`config.mk`:
```
export PLATFORM = sky130hd
export DESIGN_NAME = serprog_entry
export DESIGN_NICKNAME = d
export VERILOG_FILES = /design/src/rtl/serprog_entry_pkg.sv /design/src/rtl/serprog_interval_timer.sv /design/src/rtl/serprog_key_shifter.sv /design/src/rtl/serprog_entry.sv
export SDC_FILE = /design/constraint.sdc
export NUM_CORES = 1
export LEC_CHECK = 0
export CAP_MARGIN = 20
export CORE_ASPECT_RATIO = 1.2
export CORE_MARGIN = 1.5
export CORE_UTILIZATION = 57
export CTS_CLUSTER_DIAMETER = 60
export CTS_CLUSTER_SIZE = 20
export DETAILED_ROUTE_END_ITERATION = 12
export PLACE_DENSITY = 0.76
export SKIP_CTS_REPAIR_TIMING = 1
export SLEW_MARGIN = 20
export SYNTH_ARGS = -nofsm -noshare
export SYNTH_HDL_FRONTEND = slang
export SYNTH_SLANG_ARGS = --single-unit
```
`constraint.sdc`:
```
create_clock -name clk_i -period 2.7 [get_ports clk_i]
set_input_delay 0.27 -clock clk_i [delete_from_list [all_inputs] [get_ports clk_i]]
set_output_delay 0.27 -clock clk_i [all_outputs]
set_load 0.03 [all_outputs]
```
`src/rtl/serprog_entry_pkg.sv`:
```
package serprog_entry_pkg;
  typedef enum logic [2:0] {
    ST_IDLE, ST_PULSE, ST_LEAD, ST_KEY, ST_TAIL, ST_SETTLE, ST_READY
  } seq_state_e;

  function automatic int unsigned max4(int unsigned a, int unsigned b,
                                       int unsigned c, int unsigned d);
    int unsigned m;
    m = a;
    if (b > m) m = b;
    if (c > m) m = c;
    if (d > m) m = d;
    return m;
  endfunction
endpackage

```
`src/rtl/serprog_interval_timer.sv`:
```
module serprog_interval_timer #(
  parameter int unsigned W = 4
) (
  input  logic         clk_i,
  input  logic         rst_ni,
  input  logic         load_i,
  input  logic [W-1:0] load_val_i,
  output logic         zero_o
);
  logic [W-1:0] cnt_q;

  always_ff @(posedge clk_i or negedge rst_ni) begin
    if (!rst_ni)            cnt_q <= '0;
    else if (load_i)        cnt_q <= load_val_i;
    else if (cnt_q != '0)   cnt_q <= cnt_q - 1'b1;
  end

  assign zero_o = (cnt_q == '0);
endmodule

```
`src/rtl/serprog_key_shifter.sv`:
```
module serprog_key_shifter #(
  parameter int unsigned  KEY_W    = 32,
  parameter logic [KEY_W-1:0] KEY  = 32'h4D43_4851,
  parameter int unsigned  HALF_CYC = 2
) (
  input  logic clk_i,
  input  logic rst_ni,
  input  logic run_i,
  output logic clk_o,
  output logic dat_o,
  output logic done_o
);
  localparam int unsigned HW = (HALF_CYC > 1) ? $clog2(HALF_CYC) : 1;
  localparam int unsigned BW = (KEY_W > 1) ? $clog2(KEY_W) : 1;

  logic [HW-1:0]    hc_q;
  logic [BW-1:0]    bit_q;
  logic [KEY_W-1:0] sh_q;
  logic             clk_q;
  logic             half_end;

  assign half_end = (hc_q == HW'(HALF_CYC - 1));

  always_ff @(posedge clk_i or negedge rst_ni) begin
    if (!rst_ni) begin
      hc_q  <= '0;
      bit_q <= '0;
      sh_q  <= KEY;
      clk_q <= 1'b0;
    end else if (!run_i) begin
      hc_q  <= '0;
      bit_q <= '0;
      sh_q  <= KEY;
      clk_q <= 1'b0;
    end else if (half_end) begin
      hc_q  <= '0;
      clk_q <= !clk_q;
      if (clk_q) begin
        // falling edge: advance to next bit while clock goes low
        sh_q  <= sh_q << 1;
        bit_q <= bit_q + 1'b1;
      end
    end else begin
      hc_q <= hc_q + 1'b1;
    end
  end

  assign clk_o  = clk_q;
  assign dat_o  = sh_q[KEY_W-1];
  assign done_o = run_i && clk_q && half_end && (bit_q == BW'(KEY_W - 1));

  assert_dat_stable_hi_R5: assert property (@(posedge clk_i) disable iff (!rst_ni)
    (run_i && $past(run_i) && clk_q && $past(clk_q)) |-> $stable(dat_o));

  assert_clk_idle_low_R4: assert property (@(posedge clk_i) disable iff (!rst_ni)
    !$past(run_i) |-> !clk_q);
endmodule

```
`src/rtl/serprog_entry.sv`:
```
module serprog_entry
  import serprog_entry_pkg::*;
#(
  parameter int unsigned  KEY_W      = 32,
  parameter logic [KEY_W-1:0] KEY    = 32'h4D43_4851,
  parameter int unsigned  PULSE_CYC  = 4,
  parameter int unsigned  LEAD_CYC   = 6,
  parameter int unsigned  HALF_CYC   = 2,
  parameter int unsigned  TAIL_CYC   = 3,
  parameter int unsigned  SETTLE_CYC = 8
) (
  input  logic clk_i,
  input  logic rst_ni,
  input  logic en_i,
  input  logic start_i,
  output logic rst_line_o,
  output logic ser_clk_o,
  output logic ser_dat_o,
  output logic ser_dat_oe_o,
  output logic busy_o,
  output logic ready_o
);
  localparam int unsigned MAXC = max4(PULSE_CYC, LEAD_CYC, TAIL_CYC, SETTLE_CYC);
  localparam int unsigned CW   = $clog2(MAXC + 1);

  seq_state_e     state_q, state_d;
  logic           ld;
  logic [CW-1:0]  ld_val;
  logic           tmr_zero;
  logic           in_key;
  logic           key_clk, key_dat, key_done;

  serprog_interval_timer #(.W(CW)) u_timer (
    .clk_i      (clk_i),
    .rst_ni     (rst_ni),
    .load_i     (ld),
    .load_val_i (ld_val),
    .zero_o     (tmr_zero)
  );

  assign in_key = (state_q == ST_KEY);

  serprog_key_shifter #(.KEY_W(KEY_W), .KEY(KEY), .HALF_CYC(HALF_CYC)) u_shift (
    .clk_i  (clk_i),
    .rst_ni (rst_ni),
    .run_i  (in_key),
    .clk_o  (key_clk),
    .dat_o  (key_dat),
    .done_o (key_done)
  );

  always_comb begin
    state_d = state_q;
    ld      = 1'b0;
    ld_val  = '0;
    unique case (state_q)
      ST_IDLE: if (start_i) begin
        state_d = ST_PULSE; ld = 1'b1; ld_val = CW'(PULSE_CYC - 1);
      end
      ST_PULSE: if (tmr_zero) begin
        state_d = ST_LEAD; ld = 1'b1; ld_val = CW'(LEAD_CYC - 1);
      end
      ST_LEAD:  if (tmr_zero) state_d = ST_KEY;
      ST_KEY: if (key_done) begin
        state_d = ST_TAIL; ld = 1'b1; ld_val = CW'(TAIL_CYC - 1);
      end
      ST_TAIL: if (tmr_zero) begin
        state_d = ST_SETTLE; ld = 1'b1; ld_val = CW'(SETTLE_CYC - 1);
      end
      ST_SETTLE: if (tmr_zero) state_d = ST_READY;
      ST_READY:  state_d = ST_READY;
      default:   state_d = ST_IDLE;
    endcase
    if (!en_i) begin
      state_d = ST_IDLE;
      ld      = 1'b0;
    end
  end

  always_ff @(posedge clk_i or negedge rst_ni) begin
    if (!rst_ni) state_q <= ST_IDLE;
    else         state_q <= state_d;
  end

  assign rst_line_o   = (state_q == ST_PULSE) || (state_q == ST_SETTLE) ||
                        (state_q == ST_READY);
  assign ser_clk_o    = in_key & key_clk;
  assign ser_dat_o    = in_key & key_dat;
  assign ser_dat_oe_o = in_key;
  assign busy_o       = (state_q != ST_IDLE) && (state_q != ST_READY);
  assign ready_o      = (state_q == ST_READY);

  assert_ready_busy_excl_R7: assert property (@(posedge clk_i) disable iff (!rst_ni)
    !(ready_o && busy_o));

  assert_ready_line_high_R6: assert property (@(posedge clk_i) disable iff (!rst_ni)
    ready_o |-> rst_line_o);

  assert_en_low_idle_R8: assert property (@(posedge clk_i) disable iff (!rst_ni)
    !en_i |=> (!rst_line_o && !ser_dat_oe_o && !busy_o && !ready_o));

  assert_oe_line_low_R10: assert property (@(posedge clk_i) disable iff (!rst_ni)
    ser_dat_oe_o |-> !rst_line_o);

  assert_clk_needs_oe_R4: assert property (@(posedge clk_i) disable iff (!rst_ni)
    ser_clk_o |-> ser_dat_oe_o);

  assert_ready_holds_R7: assert property (@(posedge clk_i) disable iff (!rst_ni)
    (ready_o && en_i) |=> ready_o);
endmodule

```
# Word level (Yosys, flattened, before mapping)
# Cells that the tools add are included.
totals:
  ff_bits: 46
  in_bits: 4
  out_inout_bits: 6
  word_cells: 72
op_classes:
  n_addsub: 3
  eq_ne: 16
  muxes: 30
  bitwise: 2
  reduce_logical: 15
op_table:
  columns: ["operator", "n"]
  rows:
  - ["32-bit 2-to-1 mux", 3]
  - ["3-bit 2-to-1 mux", 9]
  - ["3-bit case mux with 7 select lines", 1]
  - ["3-bit inequality test (second input constant)", 6]
  - ["5-bit 2-to-1 mux", 3]
  - ["3-bit case mux with 4 select lines", 1]
  - ["3-bit == test (second input constant)", 3]
  - ["1-bit 2-to-1 mux", 8]
  - ["4-bit 2-to-1 mux", 2]
  - ["3-bit by 2-bit == test with 1-bit output (second input constant)", 2]
  - ["6-bit AND reduction", 1]
  - ["5-bit by 1-bit adder with 5-bit output (second input constant)", 1]
  - ["5-bit == test (second input constant)", 1]
  - ["1-bit logical AND", 4]
  - ["4-bit zero test", 1]
  - ["2-bit 2-to-1 mux", 2]
  - ["2-bit by 1-bit inequality test with 1-bit output (second input constant)", 2]
  - ["4-bit nonzero test", 1]
  - ["4-bit by 1-bit subtractor with 4-bit output (second input constant)", 1]
  - ["3-bit by 1-bit == test with 1-bit output (second input constant)", 1]
  - ["3-bit zero test", 1]
  - ["3-bit by 2-bit inequality test with 1-bit output (second input constant)", 1]
  - ["1-bit case mux with 3 select lines", 1]
  - ["3-bit nonzero test", 1]
  - ["other kinds (7)", 9]

# Logic depth before layout (Yosys ltp)
# Gate-level depths: netlist of the first run.
depth:
  depth_word: 8
  depth_mapped: 6
  ltp_nobuf: 6

# Hierarchy
# A second synthesis of the first run with hierarchy kept.
unflattened:
  hier_cells: 239
  area_unflattened_um2: 2269.7
by_module_without_submodules:
  columns: ["module", "instances", "cells_each", "area_per_inst_um2", "seq_area_each_um2"]
  rows:
  - ["serprog_key_shifter", 1, 169, 1652.8, 991.0]
  - ["serprog_entry", 1, 48, 382.9, 75.1]
  - ["serprog_interval_timer", 1, 22, 234.0, 100.1]

# Worst setup path after synthesis of the first run
# Ideal clock, no wire load.
synth_path:
  kind: "register to register"
  start: "register u_shift.bit_q[0]"
  end: "register u_timer.cnt_q[1]"
  setup_ps: 139
  t_arrival_ps: 1724
  required_time_ps: 2561
  setup_slack_ps: 838
  path_stages_with_launch: 7
  path_buffers: 0
  period_less_slack_ps: 1862
  cell_sequence: "dfrtp_1 ha_1 and3_1 ha_1 a32oi_2 nor2_1 or4_1"
synth_via:
  elab_chain_cells: 6
  word_cells_on_any_way: 9
  classes_between: "1 x eq/ne; 6 x mux; 2 x reduce/logical"
synth_lines:
  columns: ["item", "line_no", "rtl"]
  rows:
  - ["start: declaration", "serprog_key_shifter.sv:17", "logic [BW-1:0] bit_q;"]
  - ["start signal: assignment", "serprog_key_shifter.sv:41", "bit_q <= bit_q + 1'b1;"]
  - ["5-bit == test *", "serprog_key_shifter.sv:50", "assign done_o = run_i && clk_q && half_end && (bit_q == BW'(KEY_W - 1));"]
  - ["1-bit logical AND *", "serprog_key_shifter.sv:50", null]
  - ["1-bit 2-to-1 mux", "serprog_entry.sv:64", "ST_KEY: if (key_done) begin"]
  - ["1-bit case mux with 3 select lines", "serprog_entry.sv:56", "unique case (state_q)"]
  - ["1-bit 2-to-1 mux", "serprog_entry.sv:74", "if (!en_i) begin"]
  - ["4-bit 2-to-1 mux / 2-bit nonzero test (equally long branches)", null, null]
  - ["end signal: assignment", "serprog_interval_timer.sv:14", "else if (load_i) cnt_q <= load_val_i;"]
  - ["end signal: assignment", "serprog_interval_timer.sv:15", "else if (cnt_q != '0) cnt_q <= cnt_q - 1'b1;"]
  - ["end: declaration", "serprog_interval_timer.sv:10", "logic [W-1:0] cnt_q;"]
# Mark *: on every way between the ends. The rest lies on a longest branch, timed or not.
# A chain may end at the register's enable or synchronous reset.

# Final worst setup path of the first run
layout_path:
  start: "register state_q[0]"
  end: "output rst_line_o"
layout_via:
  elab_chain_cells: 3
  word_cells_on_any_way: 5
  classes_between: "3 x eq/ne; 2 x reduce/logical"
layout_lines:
  columns: ["item", "line_no", "rtl"]
  rows:
  - ["start: declaration", "serprog_entry.sv:26", "seq_state_e state_q, state_d;"]
  - ["start signal: assignment", "serprog_entry.sv:82", "else state_q <= state_d;"]
  - ["3-bit by 1-bit == test with 1-bit output / 3-bit == test (equally long branches)", "serprog_entry.sv:85", "assign rst_line_o = (state_q == ST_PULSE) || (state_q == ST_SETTLE) ||"]
  - ["1-bit logical OR", "serprog_entry.sv:85", null]
  - ["1-bit logical OR *", "serprog_entry.sv:85", null]
  - ["end: declaration", "serprog_entry.sv:16", "output logic rst_line_o,"]
# Marks and branches as above.

==> flow_summary.yaml, run 1 <==
sta:
  holdWs_ps: -47.76
  fmax_mhz: 418.7
  tns_ps: 0
  slew-limit-headroom: 0.6310
  worst_clock_skew_ps: 7.736
  worst_pin_slew_ps: 553.6
  setup_viol: 0
  hold_viol_final: 34
  finalWorstSetupSlack_ps: 311.5
  period_minus_slack_ps: 2388
  rsz0062_at_grt: "no"
  finalCritPeriodShare: 0.8846
  drv_slew: 0
yosys:
  synth_cells: 235
  yosysUniqueCellTypes: 39
  synth-seq-cells: 46
  yosysWarnings: 0
  synth.area.top_cells: "dfrtp_1 (39%), dfstp_2 (15%), nand2_1 (13%)"
  synth_area_um2: 2171
  seq_area_frac_synth: 0.5372
  synth_top_area_frac: 0.3919
  syn_nets: 247
  synth.avg_cell_area_um2: 9.238
  yosys.area.top_type: "dfrtp_1"
placed_design:
  place_area_um2: 2298
  pre_cts_ws_ps: 616.8
  dp_hpwl_um: 2314
  portBuffers: 9
  gp_congestion: 0.8986
die:
  dieWidth_um: 59.34
  die_h_um: 70.60
  rows: 24
  die-area_um2: 4189
  ios: 10
  coreArea_um2: 3633
  start_util: 0.5975
routing:
  finalWirelength_um: 3645
  drc: 0
  drt-pass1-iter-count: 4
  drtAntennaViolNets: 0
  route.vias.total: 1581
  routed_via_density: 5.359
  drt_iter0_drc: 93
  drt-wirelength-per-cell_um: 12.36
worst_setup_path:
  crit_required_ps: 2430
  cp-end-kind: "output pin"
  cp.arrival_ps: 2120
  cpPeakStageDelay_ps: 590
  cp-start-kind: "flop"
  cp_slowest_cell: "clkdlybuf4s50_1"
  timing_worst_setup_path_type: "flop to output pin"
  path_max_fanout: 6
  crit_chain: "inv_1 -> ha_1 -> and2_1 -> or2_2 -> clkdlybuf4s50_1"
grt:
  antenna_found_initial: 0
  grt_overflow: 0
  grt_pass1_vias: 1444
  grt_util_all_layers: 0.2006
  grt_pass1_wl_um: 6375
  grt_max_degree: 47
clock_tree:
  cts_root_buf: "clkbuf_8"
  cts-htree-levels: 2
  ctsLongestPathBuffers: 2
  clock-sinks: 46
  clk_pin_slew_ps: 80
  cts_tree: "built"
  cts_inserted_buffers: 5
  clk-insertion-delay-late_ps: 300
cells_and_area:
  fill_cells: 315
  final_area_um2: 2414
  nNetsFinal: 255
  drive_gt1_frac: 0.1235
  multi_input_area_um2: 927.1
  seqCellArea_um2: 1166
  synthToLayoutAreaGrowth_pct: 11.18
  num_antenna_cells: 0
flow_run:
  maxCapViolCount: 0
run_status:
  status: "complete, but fails checks"
  violations: "negative hold slack"
power:
  ir_drop_uv: 490.5
  powerDensity_nw_per_um2: 727.1
  p_leak_nw: 1.053
min_path:
  min_path_type: "input pin to async pin"
## sequential cells by signal (all words and copies together), names as in the netlist
signal	cells
u_shift.sh_q	32
u_shift.half_end	1
state_q	3
u_timer.cnt_q	4
u_shift.bit_q	5
u_shift.clk_o	1
## area by class of cell
| cell class | instances | share of cell area |
|---|---|---|
| clock buffer | 6 | 0.03421 |
| clock inverter | 1 | 0.01244 |
| inverter | 8 | 0.01348 |
| multi-input combinational | 170 | 0.3841 |
| sequential | 46 | 0.4832 |
| tap | 52 | 0.02696 |
| timing repair buffer | 12 | 0.04562 |
## path summary, 6_finish.rpt
kind	start	endpoint	slack (ps)	cells past startpoint
setup reg to reg	u_shift.bit_q[0]$_DFFE_PN0P_	u_timer.cnt_q[1]$_DFFE_PN0P_	730	6
max in group asynchronous	rst_ni	u_shift.sh_q[26]$_DFFE_PN1P_	2350	1
setup / recovery	state_q[0]$_DFFE_PN0P_	rst_line_o	310	5
hold / removal	rst_ni	u_shift.sh_q[2]$_DFFE_PN0P_	-50	1
hold reg to reg	u_shift.sh_q[0]$_DFFE_PN1P_	u_shift.sh_q[0]$_DFFE_PN1P_	460	2
min in group clk_i	u_shift.sh_q[0]$_DFFE_PN1P_	u_shift.sh_q[0]$_DFFE_PN1P_	460	2
## synthesized netlist by cell type (all sizes together)
cell and n:
xor2 2, o22ai 1, o32ai 1, clkbuf 6
nand3 13, dfstp 12, and2b 2, and3b 1
buf 5, a211oi 1, and2 5, nor2 9
nand2 75, a32oi 1, nor3b 1, a211o 1
o211ai 1, or2 1, a21boi 1, nor2b 1
a21oi 27, and3 1, or4 1, xnor2 3
or3 1, a2111oi 1, dfrtp 34, inv 8
mux2i 3, nor3 2, nand2b 2, ha 8
nand4 1, o21ai 3
## layer usage
layer,GRT usage,part of all wire,up-vias
met5,0,0,-
met4,0.07576,0.017,0
met3,0.04936,0.029,6
met2,0.3138,0.49,24
met1,0.2694,0.46,769
li1,-,-,782
## kinds of logic after synthesis
group,after synthesis,share of synthesized area
buf+inv,19,0.03574
flops,46,0.5372
compound gates,38,0.1061
mux,3,0.01383
simple gates,116,0.2409
fa+ha+maj,8,0.04611
xor+xnor,5,0.02018
## critical path, delay by kind of cell (launching register included)
kind,cells,cell delay (ps)
AND/OR/NAND/NOR,2,450
adder cells (fa/ha/maj),1,240
flip-flops,1,440
buffers and inverters,2,700
## per-stage QoR
| stage | utilization | power (mW) | instances |
|---|---|---|---|
| 2_1_floorplan | - | 1.133 | 235 |
| 6_report | 0.6643 | 1.755 | 295 |
| 3_3_place_gp | 0.6326 | 1.251 | 288 |
| 4_1_cts | 0.6636 | 1.775 | 295 |
| 5_1_grt | 0.6643 | 1.858 | 295 |
| 3_5_place_dp | 0.6326 | 1.260 | 288 |
## placed cells by master (no fill, tap or decap), drive strengths merged, types with 2 or more instances in the layout
cell type | Yosys | final
nand2 | 75 | 75
nor3 | 2 | 2
nand3 | 13 | 13
clkdlybuf4s50 | 0 | 8
and2 | 5 | 5
a21oi | 27 | 27
nand2b | 2 | 2
and2b | 2 | 2
clkbuf | 6 | 6
ha | 8 | 8
o21ai | 3 | 3
xnor2 | 3 | 3
dfstp | 12 | 12
xor2 | 2 | 2
nor2 | 9 | 9
buf | 5 | 4
dfrtp | 34 | 34
mux2i | 3 | 3
inv | 8 | 8
## power by group
group          leakage (nW)  internal [mW]  switching [mW]
Clock                0.0573          0.296           0.216
Combinational         0.402          0.201           0.265
Sequential            0.593          0.731          0.0462
Total                  1.05           1.23           0.527
Power figures use the tool's default switching activity.
==> run 2: changes to the inputs <==
--- a/config.mk
+++ b/config.mk
@@ -12,7 +12,7 @@
 export CTS_CLUSTER_DIAMETER = 60
 export CTS_CLUSTER_SIZE = 20
 export DETAILED_ROUTE_END_ITERATION = 12
-export PLACE_DENSITY = 0.76
+export PLACE_DENSITY_LB_ADDON = 0.15
 export SKIP_CTS_REPAIR_TIMING = 1
 export SLEW_MARGIN = 20
 export SYNTH_ARGS = -nofsm -noshare
==> run 2 against run 1 <==
- the run still ends with negative hold slack left
- die area unchanged
- sequential share of layout area increased by 0.43 points
- hold slack improved by 15 ps
- power decreased by 5.8%
- clock power decreased by 19%
- core utilization decreased by 0.59 points
- non-clock buffer count unchanged
- largest cell class unchanged
- largest power group unchanged
==> flow_summary.yaml, run 2 (synthesis results as in run 1) <==
run_status:
  status: "complete, but fails checks"
  violations: "negative hold slack"
worst_setup_path:
  ff2ff_path_depth: 6
  timing_worst_setup_path_type: "flop to output pin"
  crit_required_ps: 2430
  worst_r2r_startpoint: "u_shift.bit_q[0]$_DFFE_PN0P_"
  cp-end-kind: "output pin"
  critical_path_buf_inv_count: 2
  cpPeakStageDelay_ps: 590
  cp_slowest_cell: "clkdlybuf4s50_1"
  cp_top_family: "buffers and inverters"
  cp.arrival_ps: 2130
  critPathLaunch: "state_q[0]$_DFFE_PN0P_"
  cp-start-kind: "flop"
  rr_endpoint: "u_timer.cnt_q[1]$_DFFE_PN0P_"
  rrSetupSlack_ps: 680
  path_max_fanout: 6
  crit_chain: "inv_1 -> ha_1 -> and2_1 -> or2_2 -> clkdlybuf4s50_1"
clock_tree:
  cts_root_buf: "clkbuf_8"
  clk-insertion-delay-late_ps: 290
  ctsLongestPathBuffers: 2
  clock-sinks: 46
  clk_pin_slew_ps: 80
  cts_inserted_buffers: 5
  cts_tree: "built"
  cts-htree-levels: 2
power:
  ir_drop_uv: 411.7
  powerDensity_nw_per_um2: 691.0
  p_leak_nw: 1.044
  p_total_mw: 1.653
die:
  rows: 24
  dieWidth_um: 59.34
  coreArea_um2: 3633
  die-area_um2: 4189
  die_h_um: 70.60
  start_util: 0.5975
  ios: 10
routing:
  drt-pass1-iter-count: 4
  drc: 0
  drt_iter0_drc: 110
  route.vias.total: 1605
  drt-wirelength-per-cell_um: 12.28
  finalWirelength_um: 3636
  routed_via_density: 5.422
  drtAntennaViolNets: 0
cells_and_area:
  regMostFlops: "u_shift.sh_q"
  synthToLayoutAreaGrowth_pct: 10.20
  fill_cells: 307
  largestRegisters: "u_shift.sh_q: 32 flops, u_shift.bit_q: 5 flops, u_timer.cnt_q: 4 flops"
  nNetsFinal: 255
  num_antenna_cells: 0
  drive_gt1_frac: 0.1230
  final_common_cell: "nand2_1"
  largest_reg_flops: 32
  mostFrequentLayoutCells: "nand2_1 (75), dfrtp_1 (34), a21oi_1 (27)"
min_path:
  min_path_type: "input pin to async pin"
sta:
  fmax_mhz: 417.0
  hold_viol_final: 34
  finalCritPeriodShare: 0.8882
  slew-limit-headroom: 0.6313
  drv_slew: 0
  tns_ps: 0
  setup_viol: 0
  worst_clock_skew_ps: 7.275
  holdWs_ps: -33.10
  worst_pin_slew_ps: 553.1
  period_minus_slack_ps: 2398
  rsz0062_at_grt: "no"
grt:
  grt_overflow: 0
  grt_pass1_wl_um: 6479
  grt_pass1_vias: 1520
  antenna_found_initial: 0
  grt_util_all_layers: 0.2002
  grt_max_degree: 47
placed_design:
  gp_congestion: 0.9065
  dp_hpwl_um: 2355
  portBuffers: 9
flow_run:
  maxCapViolCount: 0
[run 2: cell types whose count changed in the layout (fill, tap and decap cells not counted)]
| cell | change |
|---|---|
| bufinv_16 | -1 |
| clkbuf_1 | +1 |
| clkinv_2 | +1 |
[run 2: how the worst max path moves through the flow]
stage | end | slack, ps | cells past startpoint
after floorplan | u_timer.cnt_q[1]$_DFFE_PN0P_ | 840 | 6
after global placement | rst_line_o | 640 | 5
after detailed placement | rst_line_o | 610 | 5
after CTS | rst_line_o | 290 | 5
after global routing | rst_line_o | 180 | 5
final | rst_line_o | 300 | 5
[run 2: layout make-up]
class                      instances  area, um^2  area share
sequential                        46        1166      0.4874
multi-input combinational        170       927.1      0.3876
timing repair buffer              12       110.1     0.04603
clock buffer                       7       86.33     0.03609
tap                               52       65.06     0.02720
inverter                           8       32.53     0.01360
clock inverter                     1       5.005    0.002092
[run 2: per-stage QoR]
| step | hold WS (ps) | instance area, um^2 | cells | setup slack, ps | util |
|---|---|---|---|---|---|
| detailed placement | 450.0 | 2298 | 288 | 611.5 | 0.6326 |
| global placement | 447.6 | 2298 | 288 | 640.2 | 0.6326 |
| finish | -33.10 | 2392 | 296 | 301.8 | 0.6584 |
| CTS | 178.8 | 2390 | 296 | 292.1 | 0.6577 |
| global route | 10.77 | 2392 | 296 | 177.4 | 0.6584 |
| floorplan | -25.59 | 2171 | 235 | 837.6 | - |
[run 2: power by group]
group	leakage (nW)	switching, mW	internal, mW
Clock	0.0482	0.211	0.206
Combinational	0.402	0.261	0.200
Sequential	0.593	0.0439	0.731
[run 2: routing by layer]
metal,vias up,global-route usage,wire length (um)
met2,26,0.3394,1862
met1,794,0.2528,1605
met4,0,0.06061,40
met5,-,0,0
li1,781,-,-
met3,4,0.04388,127
